$ cat src/rtl/opfetch_pkg.sv
package opfetch_pkg;

  localparam int unsigned MODE_W    = 4;
  localparam int unsigned MODE_LAST = 9;

  typedef enum logic [MODE_W-1:0] {
    MD_IMM  = 4'd0,
    MD_ZP   = 4'd1,
    MD_ZPX  = 4'd2,
    MD_ZPY  = 4'd3,
    MD_ABS  = 4'd4,
    MD_ABSX = 4'd5,
    MD_ABSY = 4'd6,
    MD_INDX = 4'd7,
    MD_INDY = 4'd8,
    MD_IMPL = 4'd9
  } mode_e;

  typedef enum logic [2:0] {
    ST_IDLE,
    ST_FETCH_LO,
    ST_FETCH_HI,
    ST_ZP_IDX,
    ST_PTR_LO,
    ST_PTR_HI,
    ST_FIX_HI,
    ST_READ
  } state_e;

  function automatic logic uses_y(mode_e m);
    return (m == MD_ZPY) || (m == MD_ABSY) || (m == MD_INDY);
  endfunction

endpackage

$ cat src/rtl/opfetch_idx_add.sv
module opfetch_idx_add #(
  parameter int unsigned W = 8
) (
  input  logic [W-1:0] a_i,
  input  logic [W-1:0] b_i,
  output logic [W-1:0] sum_o,
  output logic         carry_o
);
  logic [W:0] full;

  assign full    = {1'b0, a_i} + {1'b0, b_i};
  assign sum_o   = full[W-1:0];
  assign carry_o = full[W];
endmodule

$ cat src/rtl/opfetch_addr_sel.sv
module opfetch_addr_sel
  import opfetch_pkg::*;
#(
  parameter int unsigned DATA_W = 8,
  localparam int unsigned ADDR_W = 2 * DATA_W
) (
  input  state_e              state_i,
  input  logic [ADDR_W-1:0]   pc_i,
  input  logic [DATA_W-1:0]   ptr_i,
  input  logic [ADDR_W-1:0]   ea_i,
  output logic [ADDR_W-1:0]   addr_o,
  output logic                rd_o,
  output logic                pc_inc_o
);
  logic [DATA_W-1:0] ptr_nx;

  // pointer high-byte fetch stays inside page zero
  assign ptr_nx = ptr_i + DATA_W'(1);

  always_comb begin
    addr_o   = ea_i;
    rd_o     = 1'b0;
    pc_inc_o = 1'b0;
    case (state_i)
      ST_FETCH_LO, ST_FETCH_HI: begin
        addr_o   = pc_i;
        rd_o     = 1'b1;
        pc_inc_o = 1'b1;
      end
      ST_PTR_LO: begin
        addr_o = {{DATA_W{1'b0}}, ptr_i};
        rd_o   = 1'b1;
      end
      ST_PTR_HI: begin
        addr_o = {{DATA_W{1'b0}}, ptr_nx};
        rd_o   = 1'b1;
      end
      ST_READ: rd_o = 1'b1;
      default: ;
    endcase
  end
endmodule

$ cat src/rtl/opfetch_seq.sv
module opfetch_seq
  import opfetch_pkg::*;
#(
  parameter int unsigned DATA_W = 8,
  localparam int unsigned ADDR_W = 2 * DATA_W
) (
  input  logic              clk_i,
  input  logic              rst_ni,
  input  logic              start_i,
  input  logic [MODE_W-1:0] mode_i,
  input  logic [DATA_W-1:0] idx_x_i,
  input  logic [DATA_W-1:0] idx_y_i,
  input  logic [ADDR_W-1:0] pc_i,
  output logic [ADDR_W-1:0] mem_addr_o,
  output logic              mem_rd_o,
  input  logic [DATA_W-1:0] mem_data_i,
  output logic              pc_inc_o,
  output logic              busy_o,
  output logic              done_o,
  output logic              reject_o,
  output logic [DATA_W-1:0] operand_o,
  output logic [ADDR_W-1:0] ea_o
);
  state_e            state_q;
  mode_e             mode_q;
  logic [DATA_W-1:0] idx_q, lo_q, opnd_q;
  logic [ADDR_W-1:0] pc_q, ea_q;
  logic              done_q, rej_q;

  logic [DATA_W-1:0] add_a, add_sum, hi_inc;
  logic              add_cy;

  // low-byte base: fetched byte, or pointed-to base low byte for indirect-Y
  assign add_a  = (state_q == ST_PTR_HI) ? ea_q[DATA_W-1:0] : lo_q;
  assign hi_inc = ea_q[ADDR_W-1:DATA_W] + DATA_W'(1);

  opfetch_idx_add #(.W(DATA_W)) u_add (
    .a_i     (add_a),
    .b_i     (idx_q),
    .sum_o   (add_sum),
    .carry_o (add_cy)
  );

  opfetch_addr_sel #(.DATA_W(DATA_W)) u_sel (
    .state_i  (state_q),
    .pc_i     (pc_q),
    .ptr_i    (lo_q),
    .ea_i     (ea_q),
    .addr_o   (mem_addr_o),
    .rd_o     (mem_rd_o),
    .pc_inc_o (pc_inc_o)
  );

  always_ff @(posedge clk_i or negedge rst_ni) begin
    if (!rst_ni) begin
      state_q <= ST_IDLE;
      mode_q  <= MD_IMM;
      idx_q   <= '0;
      lo_q    <= '0;
      opnd_q  <= '0;
      pc_q    <= '0;
      ea_q    <= '0;
      done_q  <= 1'b0;
      rej_q   <= 1'b0;
    end else begin
      done_q <= 1'b0;
      rej_q  <= 1'b0;
      case (state_q)
        ST_IDLE: begin
          if (start_i) begin
            if (mode_i > MODE_W'(MODE_LAST)) begin
              rej_q <= 1'b1;
            end else if (mode_e'(mode_i) == MD_IMPL) begin
              done_q <= 1'b1;
            end else begin
              mode_q  <= mode_e'(mode_i);
              idx_q   <= uses_y(mode_e'(mode_i)) ? idx_y_i : idx_x_i;
              pc_q    <= pc_i;
              state_q <= ST_FETCH_LO;
            end
          end
        end
        ST_FETCH_LO: begin
          pc_q <= pc_q + ADDR_W'(1);
          lo_q <= mem_data_i;
          case (mode_q)
            MD_IMM: begin
              ea_q    <= pc_q;
              opnd_q  <= mem_data_i;
              done_q  <= 1'b1;
              state_q <= ST_IDLE;
            end
            MD_ZP: begin
              ea_q    <= {{DATA_W{1'b0}}, mem_data_i};
              state_q <= ST_READ;
            end
            MD_ABS, MD_ABSX, MD_ABSY: state_q <= ST_FETCH_HI;
            MD_INDY:                  state_q <= ST_PTR_LO;
            default:                  state_q <= ST_ZP_IDX;
          endcase
        end
        ST_ZP_IDX: begin
          lo_q <= add_sum;
          if (mode_q == MD_INDX) begin
            state_q <= ST_PTR_LO;
          end else begin
            ea_q    <= {{DATA_W{1'b0}}, add_sum};
            state_q <= ST_READ;
          end
        end
        ST_FETCH_HI: begin
          pc_q <= pc_q + ADDR_W'(1);
          if (mode_q == MD_ABS) begin
            ea_q    <= {mem_data_i, lo_q};
            state_q <= ST_READ;
          end else begin
            ea_q    <= {mem_data_i, add_sum};
            state_q <= add_cy ? ST_FIX_HI : ST_READ;
          end
        end
        ST_PTR_LO: begin
          ea_q[DATA_W-1:0] <= mem_data_i;
          state_q          <= ST_PTR_HI;
        end
        ST_PTR_HI: begin
          if (mode_q == MD_INDX) begin
            ea_q[ADDR_W-1:DATA_W] <= mem_data_i;
            state_q               <= ST_READ;
          end else begin
            ea_q    <= {mem_data_i, add_sum};
            state_q <= add_cy ? ST_FIX_HI : ST_READ;
          end
        end
        ST_FIX_HI: begin
          ea_q[ADDR_W-1:DATA_W] <= hi_inc;
          state_q               <= ST_READ;
        end
        ST_READ: begin
          opnd_q  <= mem_data_i;
          done_q  <= 1'b1;
          state_q <= ST_IDLE;
        end
        default: state_q <= ST_IDLE;
      endcase
    end
  end

  assign busy_o    = (state_q != ST_IDLE);
  assign done_o    = done_q;
  assign reject_o  = rej_q;
  assign operand_o = opnd_q;
  assign ea_o      = ea_q;
endmodule

$ cat config.mk
export PLATFORM = sky130hd
export DESIGN_NAME = opfetch_seq
export DESIGN_NICKNAME = d
export VERILOG_FILES = /design/src/rtl/opfetch_pkg.sv /design/src/rtl/opfetch_idx_add.sv /design/src/rtl/opfetch_addr_sel.sv /design/src/rtl/opfetch_seq.sv
export SDC_FILE = /design/constraint.sdc
export NUM_CORES = 1
export LEC_CHECK = 0
export ABC_AREA = 1
export CORE_MARGIN = 8
export CORE_UTILIZATION = 56
export DETAILED_ROUTE_END_ITERATION = 10
export PLACE_DENSITY = 0.85
export SYNTH_ARGS = -nofsm -noshare
export SYNTH_HDL_FRONTEND = slang
export SYNTH_SLANG_ARGS = --single-unit
$ cat constraint.sdc
create_clock -name clk_i -period 5.9 [get_ports clk_i]
set_input_delay 1.18 -clock clk_i [delete_from_list [all_inputs] [get_ports clk_i]]
set_output_delay 1.18 -clock clk_i [all_outputs]
set_load 0.01 [all_outputs]
; ---- After elaboration in Yosys (flattened, before gate mapping)
; Index checks and enable logic that the tools add are counted.
; Widths: inputs -> output; s select.
[word_totals]
inputBits = 47
regBits = 65
out_inout_bits = 45
latchBits = 0
memories = 0
rom_bits = 0
word_cells = 95
ramBits = 0
[classes]
div = 0
reduce_logical = 19
shifts = 0
eq_ne = 24
order_cmp = 1
n_mux = 35
bitwise = 2
mul = 0
addsub = 4
[op_table]
columns = cell, count
row1 = $pmux 8 s5, 2
row2 = $mux 16, 4
row3 = $pmux 16 s2, 2
row4 = $pmux 16 s3, 1
row5 = $mux 8, 5
row6 = $pmux 8 s2, 2
row7 = $pmux 3 s8, 1
row8 = $eq 4x3->1 const B, 5
row9 = $add 16x1->16 const B, 1
row10 = $add 8x1->8 const B, 2
row11 = $eq 3x3->1 const B, 4
row12 = $eq 4x4->1 const B, 3
row13 = $mux 1, 12
row14 = $ne 2x2->1 const B, 6
row15 = $pmux 3 s4, 1
row16 = $reduce_and 4->1, 3
row17 = $reduce_bool 5->1, 2
row18 = $add 8x8->9, 1
row19 = $mux 3, 3
row20 = $eq 3x2->1 const B, 2
row21 = $reduce_and 3->1, 2
row22 = $reduce_bool 2->1, 3
row23 = $reduce_or 5->1, 1
row24 = $eq 4x1->1 const B, 1
row25 = 14 further kinds, 16

; ---- Depth between registers and ports, before layout
; Gate-level depths: netlist of run 1.
[logic_depth]
ltp_word = 6
depth_mapped = 19
mapped_depth_nobuf = 19

; ---- Cells and area by module
; From an unflattened synthesis of run 1, not the netlist that was laid out.
[hier_totals]
hier_cells = 856
area_unflattened_um2 = 5295.1
[by_module_without_submodules]
columns = module, seq_area_each_um2, area_per_inst_um2, instances, cells_per_inst
row1 = opfetch_seq, 1626.6, 4410.5, 1, 685
row2 = opfetch_addr_sel, 0.0, 508.0, 1, 112
row3 = opfetch_idx_add, 0.0, 376.6, 1, 59

; ---- Least setup slack after synthesis of run 1
; No wires, ideal clock.
[synth_timing]
kind = register to output
startpoint = reg state_q[2]
endpoint = out mem_addr_o[1]
t_arrival_ns = 1.575
path_buffers = 2
required_time_ns = 4.720
slack_ns = 3.145
path_stages_with_launch = 10
cell_sequence = dfrtp_1 -> nor3_4 -> inv_2 -> nand2_4 -> inv_2 -> buf_6 -> buf_6 -> o221ai_1 -> nand2_1 -> o21ai_0
[synth_via]
elab_chain_len = 3
word_cells_on_any_way = 6
cone_classes = 4 x eq/ne / 1 x mux / 1 x reduce/logical
[synth_rtl]
columns = item, line_no
row1 = from (decl), opfetch_seq.sv:24  ; state_e state_q;
row2 = from (signal assigned), opfetch_seq.sv:118  ; state_q <= add_cy ? ST_FIX_HI : ST_READ;
row3 = from (signal assigned), opfetch_seq.sv:131  ; state_q <= add_cy ? ST_FIX_HI : ST_READ;
row4 = $eq 3x1->1 or $eq 3x2->1 (tied branches), opfetch_addr_sel.sv:24  ; case (state_i)
row5 = $reduce_or 2->1 (no line), --
row6 = $pmux 16 s3 *, opfetch_addr_sel.sv:24
row7 = to (decl), opfetch_seq.sv:14  ; output logic [ADDR_W-1:0] mem_addr_o,
; Mark *: on every way between the ends. The rest lies on a longest branch, timed or not.

; ---- Final worst setup path of run 1
[layout_timing]
startpoint = reg state_q[2]
endpoint = out mem_addr_o[2]
; The elaborated chain is that of the path after synthesis.

==> results.md, run 1 <==
- Leading cell types by total area after synthesis: dfrtp_1 34%, nand2_1 12%, o21ai_0 10%
- Sequential cell area fraction in the yosys report: 34.4%
- Syn avg cell area: 6.79 µm²
- Critical path's most frequent cell: nand2_1
- Die span in x: 108 µm
- Number of synthesized flops with an enable pin: 0
- Initial core utilization: 57.5%
- Slowest stage delay, CP: 640 ps
- Netlist Area Pre-Place: 4720 µm²
- Die Y: 108 µm
- Buffer count from post-CTS setup fixing: 0
- # H-tree levels: 3
- Category of the most critical setup path: flop to primary output
- Std-Cell Core Area: 8220 µm²
- Count of boundary I/O pins: 92
- Total setup violations reported at the end of the flow: 0
- Max-cap viol count: 0
- Final RePlAce weighted congestion: 0.984
- Worst flop-to-flop path startpoint: state_q[0]$_DFFE_PN0P_
- Register bit total from synthesis: 65
- Largest net degree at the start of global routing: 66
- Data required time at the worst endpoint: 4720 ps
- Syn nets: 756
- Wire length of the first global-routing pass: 25,900 µm
- Crit. Startpoint: state_q[2]$_DFFE_PN0P_
- Ordered cell list for the critical path: nor2_1, nand2_1, nand2_4, inv_2, nand2_1, o21ai_0, clkdlybuf4s50_1
- Setup slack at placement: 1610 ps
- Placement row count: 33
- HP Class: flop to flop
- Worst EP arrival: 3660 ps
- Cell family contributing the most delay on the critical path: simple AND/OR/NAND/NOR gates
- Maximum VDD drop: 598 µV
- Setup Skew: 12.4 ps
- Fin. max-slew vios: 0
- Share of the clock period used by the worst path after layout: 82.1%
- Buffers on Ports: 91
- CTS tree: done
- GRT Util Overall: 28.1%
- Via count of the first global-routing pass: 5,052
- Setup repair after global routing missed its margin: no
- Mean number of vias per cell: 5.99
- Critical Path Sink Type: primary output
- First-pass iteration count of the detailed router: 6
- Cell count after synthesis: 695
- Initial detailed-routing violation count: 599
- Least-Margin Pin Slew: 1140 ps
- Vias after detailed routing: 5,318
- Count of cells resized by post-cts repair: 0
- Post-detailed-placement half-perimeter wirelength: 12,400 µm
- CTS clock-pin slew for the worst setup and hold paths: 80 ps
- Number of sinks on the clock net: 65
- Die area: 11,600 µm²
- Global-route congestion overflow total: 0
- Net count of the finished layout: 839
- Count of buffer and inverter cells on the critical path: 2
- Result of the run: finished, final reports clean
- Overall routed net length: 16,200 µm
- Cell area after placement: 5650 µm²
- Post-placement cell count: 872
- Inserted Diodes: 0
- Share of async-settable or async-resettable flops after synthesis: 100%
- Final std cell area, no fill: 5880 µm²
- Area growth from synthesis to layout: 24.5%
- Worst rel slew slack: 23.7%
- Category of the worst setup path launch point: flop
- Cts-stage hold buffer count: 0
- Launch instance of the worst min-delay path: operand_o[7]$_DFFE_PN0P_
- CTS Buffer Depth: 2
- Post-layout util: 71.6%
- Maximum clock frequency: 206 MHz
- Layout fillers: 693
- Number of clock buffers inserted by TritonCTS: 9
- Detail Route Antenna Nets: 0
- Root buffer selected by CTS: clkbuf_8
- Worst path setup slack after routing: 1060 ps
- Final Hold Vio Count: 0
- Reported leakage power: 2.74 nW
- Pwr Density: 714 nW/µm²
- Minimum clock period after layout: 4840 ps
- Share of cells above drive strength 1: 4.98%
- Most used flip-flop cell after synthesis: dfrtp_1
- Drt drc: 0
- Synth top area share: 34.4%
- Synth area leader: dfrtp_1
- Crit path max-delay cell type: nand2_1
- Initial antenna violation count: 0
- Clk Latency, worst-skew pair: 360 ps
- Maximum fanout along the worst path: 29
- Fin Setup TNS: 0 ps
- Count of non-filler cells in the finished layout: 888
- Post-synth cell types: 43
- WL per Instance: 18.2 µm
- Warnings, synthesis: 0
routing by layer:
layer	up-vias	GRT usage (%)	routed length [µm]
li1	2496	-	-
met4	0	11.1	408
met5	-	0	0
met1	2460	37.5	6720
met3	41	6.47	1750
met2	321	43.0	7280
worst reg2reg max path, stage by stage (launching register included):
cell,delay [ps]
dfrtp_1,560
nand3_1,440
nand2_1,230
o21ai_0,130
inv_1,90
ha_1,180
inv_1,60
fa_1,390
inv_1,80
nand2_1,100
a21oi_1,270
nand2_1,80
nand2_1,150
nand2_1,70
nand3_1,80
nand2_1,70
nand2_1,60
a21oi_1,70
worst paths after layout:
kind	endpoint	cells after the start	slack, ps
hold / removal	operand_o[7]$_DFFE_PN0P_	2	500
setup reg to reg	ea_o[4]$_DFFE_PN0P_	17	2640
max in group asynchronous	lo_q[6]$_DFFE_PN0P_	2	4320
hold reg to reg	operand_o[7]$_DFFE_PN0P_	2	500
setup / recovery	mem_addr_o[2]	7	1060
min in group asynchronous	mode_q[0]$_DFFE_PN0P_	2	1000
Yosys cell counts, types with 9 or more instances:
cell and instances:
ha_1 13, o21ai_0 95, nor2_1 75, buf_2 9, nand3_1 36, o22ai_1 16, a21oi_1 34, o221ai_1 12
nand2_1 155, inv_1 93, a31oi_1 10, dfrtp_1 65, nor3_1 12
area by class of cell:
| type | count | area [µm²] | share of cell area (%) |
|---|---|---|---|
| Clock buffer | 10 | 138 | 2.34 |
| Multi-Input combinational cell | 509 | 2600 | 44.2 |
| Sequential cell | 65 | 1630 | 27.7 |
| Tap cell | 105 | 131 | 2.23 |
| Timing Repair Buffer | 93 | 921 | 15.7 |
| Inverter | 100 | 375 | 6.38 |
| Clock inverter | 6 | 90.1 | 1.53 |
state kept, by name, summed over array words and instances, names as in the netlist:
name / flops
ea_o: 16
done_o: 1
reject_o: 1
pc_q: 16
idx_q: 8
operand_o: 8
lo_q: 8
state_q: 3
mode_q: 4
cell usage in the layout, fill, tap and decap left out, types with 2 or more instances in the layout:
cell and instances:
nand2_1 155, o21ai_0 95, inv_1 93, clkdlybuf4s50_1 90
nor2_1 75, dfrtp_1 65, nand3_1 36, a21oi_1 34
o22ai_1 16, ha_1 13, nor3_1 12, o221ai_1 12
a31oi_1 10, clkbuf_8 10, inv_2 7, nand3b_1 6
nand4_1 5, o211ai_1 5, nor2_2 4, xor2_1 4
a22oi_1 3, or2_2 3, o21ai_1 2, a41oi_1 2
a32oi_1 2, bufinv_16 2, buf_4 2
kinds of logic after synthesis:
kind of cell	after synthesis	share of synthesized area [%]
AND/OR/NAND/NOR	301	27.0
AO/OA/AOI/OAI	189	23.2
buffers and inverters	121	10.5
flip-flops	65	34.4
adder cells (fa/ha/maj)	14	3.87
XOR/XNOR	5	0.927
per-stage QoR:
stage	total power [mW]	hold slack, ps
after floorplan	2.68	459
after global placement	3.60	468
after detailed placement	3.68	481
after CTS	4.14	499
after global routing	4.53	530
final	4.20	499
report_power, final:
| part | internal [mW] | leakage (nW) | switching (mW) |
|---|---|---|---|
| registers | 0.685 | 0.784 | 0.238 |
| logic | 1.08 | 1.84 | 1.75 |
| clock network | 0.251 | 0.113 | 0.198 |
(Power assumes the default switching activity.)
==> run 2: changes to the inputs <==
- CORE_UTILIZATION: 56 -> 53
- PLACE_DENSITY: 0.85 -> 0.81
- clock period: 5.9 -> 4.9 ns (I/O delays scaled with it)
==> run 2 against run 1 <==
Critical path depth grew 1. Non-clock buffer count grew 2. Combinational power grew 20%. Largest cell class unchanged.
==> results.md, run 2 (synthesis gave the netlist of run 1 again) <==
- Mean number of vias per cell: 5.85 (was 5.99)
- Placement row count: 34 (was 33)
- Maximum fanout along the worst path: 26 (was 29)
- Most congested layer reported by global routing: met2 (unchanged)
- Cell family contributing the most delay on the critical path: simple AND/OR/NAND/NOR gates (unchanged)
- Category of the worst setup path launch point: flop (unchanged)
- Total setup violations reported at the end of the flow: 0 (unchanged)
- Minimum clock period after layout: 4140 ps
- Commonest cells after routing, fill and taps aside: 155 x nand2_1, 95 x o21ai_0, 93 x inv_1 (unchanged)
- Clk Latency, worst-skew pair: 350 ps (was 360 ps)
- Number of sinks on the clock net: 65 (unchanged)
- CTS Buffer Depth: 2 (unchanged)
- Die Y: 110 µm (was 108 µm)
- Net count of the finished layout: 841 (was 839)
- Reported leakage power: 2.75 nW (was 2.74 nW)
- Leading cell type in the layout, fill and taps excluded: nand2_1 (unchanged)
- Area growth from synthesis to layout: 24.9% (was 24.5%)
- Root buffer selected by CTS: clkbuf_8 (unchanged)
- # H-tree levels: 3 (unchanged)
- GRT Util Overall: 27.3% (was 28.1%)
- Met2 usage: 42.7% (was 43.0%)
- Fin. max-slew vios: 0 (unchanged)
- Number of clock buffers inserted by TritonCTS: 9 (unchanged)
- Count of buffer and inverter cells on the critical path: 3 (was 2)
- Die area: 12,200 µm² (was 11,600 µm²)
- Detail Route Antenna Nets: 0 (unchanged)
- CTS clock-pin slew for the worst setup and hold paths: 80 ps (about the same)
- Crit path max-delay cell type: nand2_1 (unchanged)
- Post-detailed-placement half-perimeter wirelength: 12,700 µm (was 12,400 µm)
- Drt drc: 0 (unchanged)
- Via count of the first global-routing pass: 4,975 (was 5,052)
- Vias after detailed routing: 5,224 (was 5,318)
- First-pass iteration count of the detailed router: 6 (unchanged)
- Area used by multi-input combinational logic: 2600 µm² (unchanged)
- Category of the most critical setup path: flop to primary output (unchanged)
- Post-layout util: 68.0% (was 71.6%)
- Wire length of the first global-routing pass: 25,800 µm (was 25,900 µm)
- Std-Cell Core Area: 8680 µm² (was 8220 µm²)
- Data required time at the worst endpoint: 3920 ps (was 4720 ps)
- Share of the clock period used by the worst path after layout: 84.5%
- Ordered cell list for the critical path: nor3_4, inv_2, nand2_4, inv_2, nand2_1, o21ai_0, o21ai_0, clkdlybuf4s50_1 (was nor2_1, nand2_1, nand2_4, inv_2, nand2_1, o21ai_0, clkdlybuf4s50_1)
- Final RePlAce weighted congestion: 1.01 (was 0.984)
- Number of cells traversed by the worst register-to-register path: 17 (unchanged)
- Fin Setup TNS: 0 ps (unchanged)
- Final std cell area, no fill: 5900 µm² (was 5880 µm²)
- Total area of sequential cells: 1630 µm² (unchanged)
- CTS tree: done (unchanged)
- Setup repair after global routing missed its margin: no (unchanged)
- HP Class: flop to flop (unchanged)
- Hold Path Cell Cnt: 2 (unchanged)
- Buffer count from post-CTS setup fixing: 0 (unchanged)
- Result of the run: finished, final reports clean (unchanged)
- Initial detailed-routing violation count: 460 (was 599)
- Max-cap viol count: 0 (unchanged)
- Buffers on Ports: 91 (unchanged)
- Worst path setup slack after routing: 760 ps (was 1060 ps)
- Maximum VDD drop: 513 µV (was 598 µV)
- Met1 track demand over resource in global routing: 37.1% (was 37.5%)
- Worst rel slew slack: 22.3% (was 23.7%)
- Global-route congestion overflow total: 0 (unchanged)
- Final Hold Vio Count: 0 (unchanged)
- Overall routed net length: 16,300 µm (was 16,200 µm)
- Inserted Diodes: 0 (unchanged)
- Pwr Density: 855 nW/µm² (was 714 nW/µm²)
- Critical Path Sink Type: primary output (unchanged)
- Cts-stage hold buffer count: 0 (unchanged)
- Least-Margin Pin Slew: 1160 ps (was 1140 ps)
- Worst EP arrival: 3160 ps (was 3660 ps)
- Slowest stage delay, CP: 610 ps (was 640 ps)
- Setup slack at placement: 1220 ps (was 1610 ps)
- Count of boundary I/O pins: 92 (unchanged)
- Largest net degree at the start of global routing: 36 (was 66)
- Maximum clock frequency: 242 MHz
- Share of cells above drive strength 1: 5.22% (was 4.98%)
- Global-route track usage on met3: 4.94% (was 6.47%)
- Count of cells resized by post-cts repair: 0 (unchanged)
- Initial core utilization: 54.4% (was 57.5%)
- Initial antenna violation count: 0 (unchanged)
- WL per Instance: 18.3 µm (was 18.2 µm)
- Layout fillers: 771 (was 693)
- Die span in x: 110 µm (was 108 µm)
- Number of cells on the critical path: 8 (was 7)
- Setup Skew: 15.5 ps (was 12.4 ps)
- Cell area after placement: 5670 µm² (was 5650 µm²)
## run 2: final timing paths
path,startpoint,endpoint,slack (ps)
hold / removal,operand_o[7]$_DFFE_PN0P_,operand_o[7]$_DFFE_PN0P_,490
setup reg to reg,state_q[0]$_DFFE_PN0P_,ea_o[6]$_DFFE_PN0P_,1980
max in group asynchronous,rst_ni,lo_q[4]$_DFFE_PN0P_,3190
setup / recovery,state_q[2]$_DFFE_PN0P_,mem_addr_o[6],760
min in group asynchronous,rst_ni,idx_q[6]$_DFFE_PN0P_,750
hold reg to reg,operand_o[7]$_DFFE_PN0P_,operand_o[7]$_DFFE_PN0P_,490
## run 2: routing by layer
| metal | share of wire (%) | vias to the layer above |
|---|---|---|
| li1 | - | 2502 |
| met1 | 43 | 2428 |
| met2 | 46 | 261 |
| met3 | 9.0 | 33 |
| met4 | 2.2 | 0 |
| met5 | 0 | - |
## run 2: report_power, final
group	switching, mW	leakage, nW	internal (mW)
Clock	0.238	0.113	0.302
Sequential	0.278	0.784	0.825
Combinational	2.09	1.85	1.31
## run 2: worst min-delay path, stage by stage, from the launching register on
cell	delay, ps
dfrtp_1	350
nand2_1	50
o21ai_0	60
## run 2: area by class of cell
cell class / count / area share [%]
multi-input combinational: 509 / 44.1
tap: 108 / 2.29
clock inverter: 6 / 1.53
sequential: 65 / 27.6
timing repair buffer: 95 / 15.9
clock buffer: 10 / 2.33
inverter: 100 / 6.36
## run 2: per-stage QoR
stage / cells / power, mW / hold slack, ps
2_1_floorplan: 695 / 3.23 / 459
3_3_place_gp: 877 / 4.36 / 468
3_5_place_dp: 877 / 4.43 / 482
4_1_cts: 893 / 4.99 / 502
5_1_grt: 893 / 5.44 / 526
6_report: 893 / 5.04 / 493
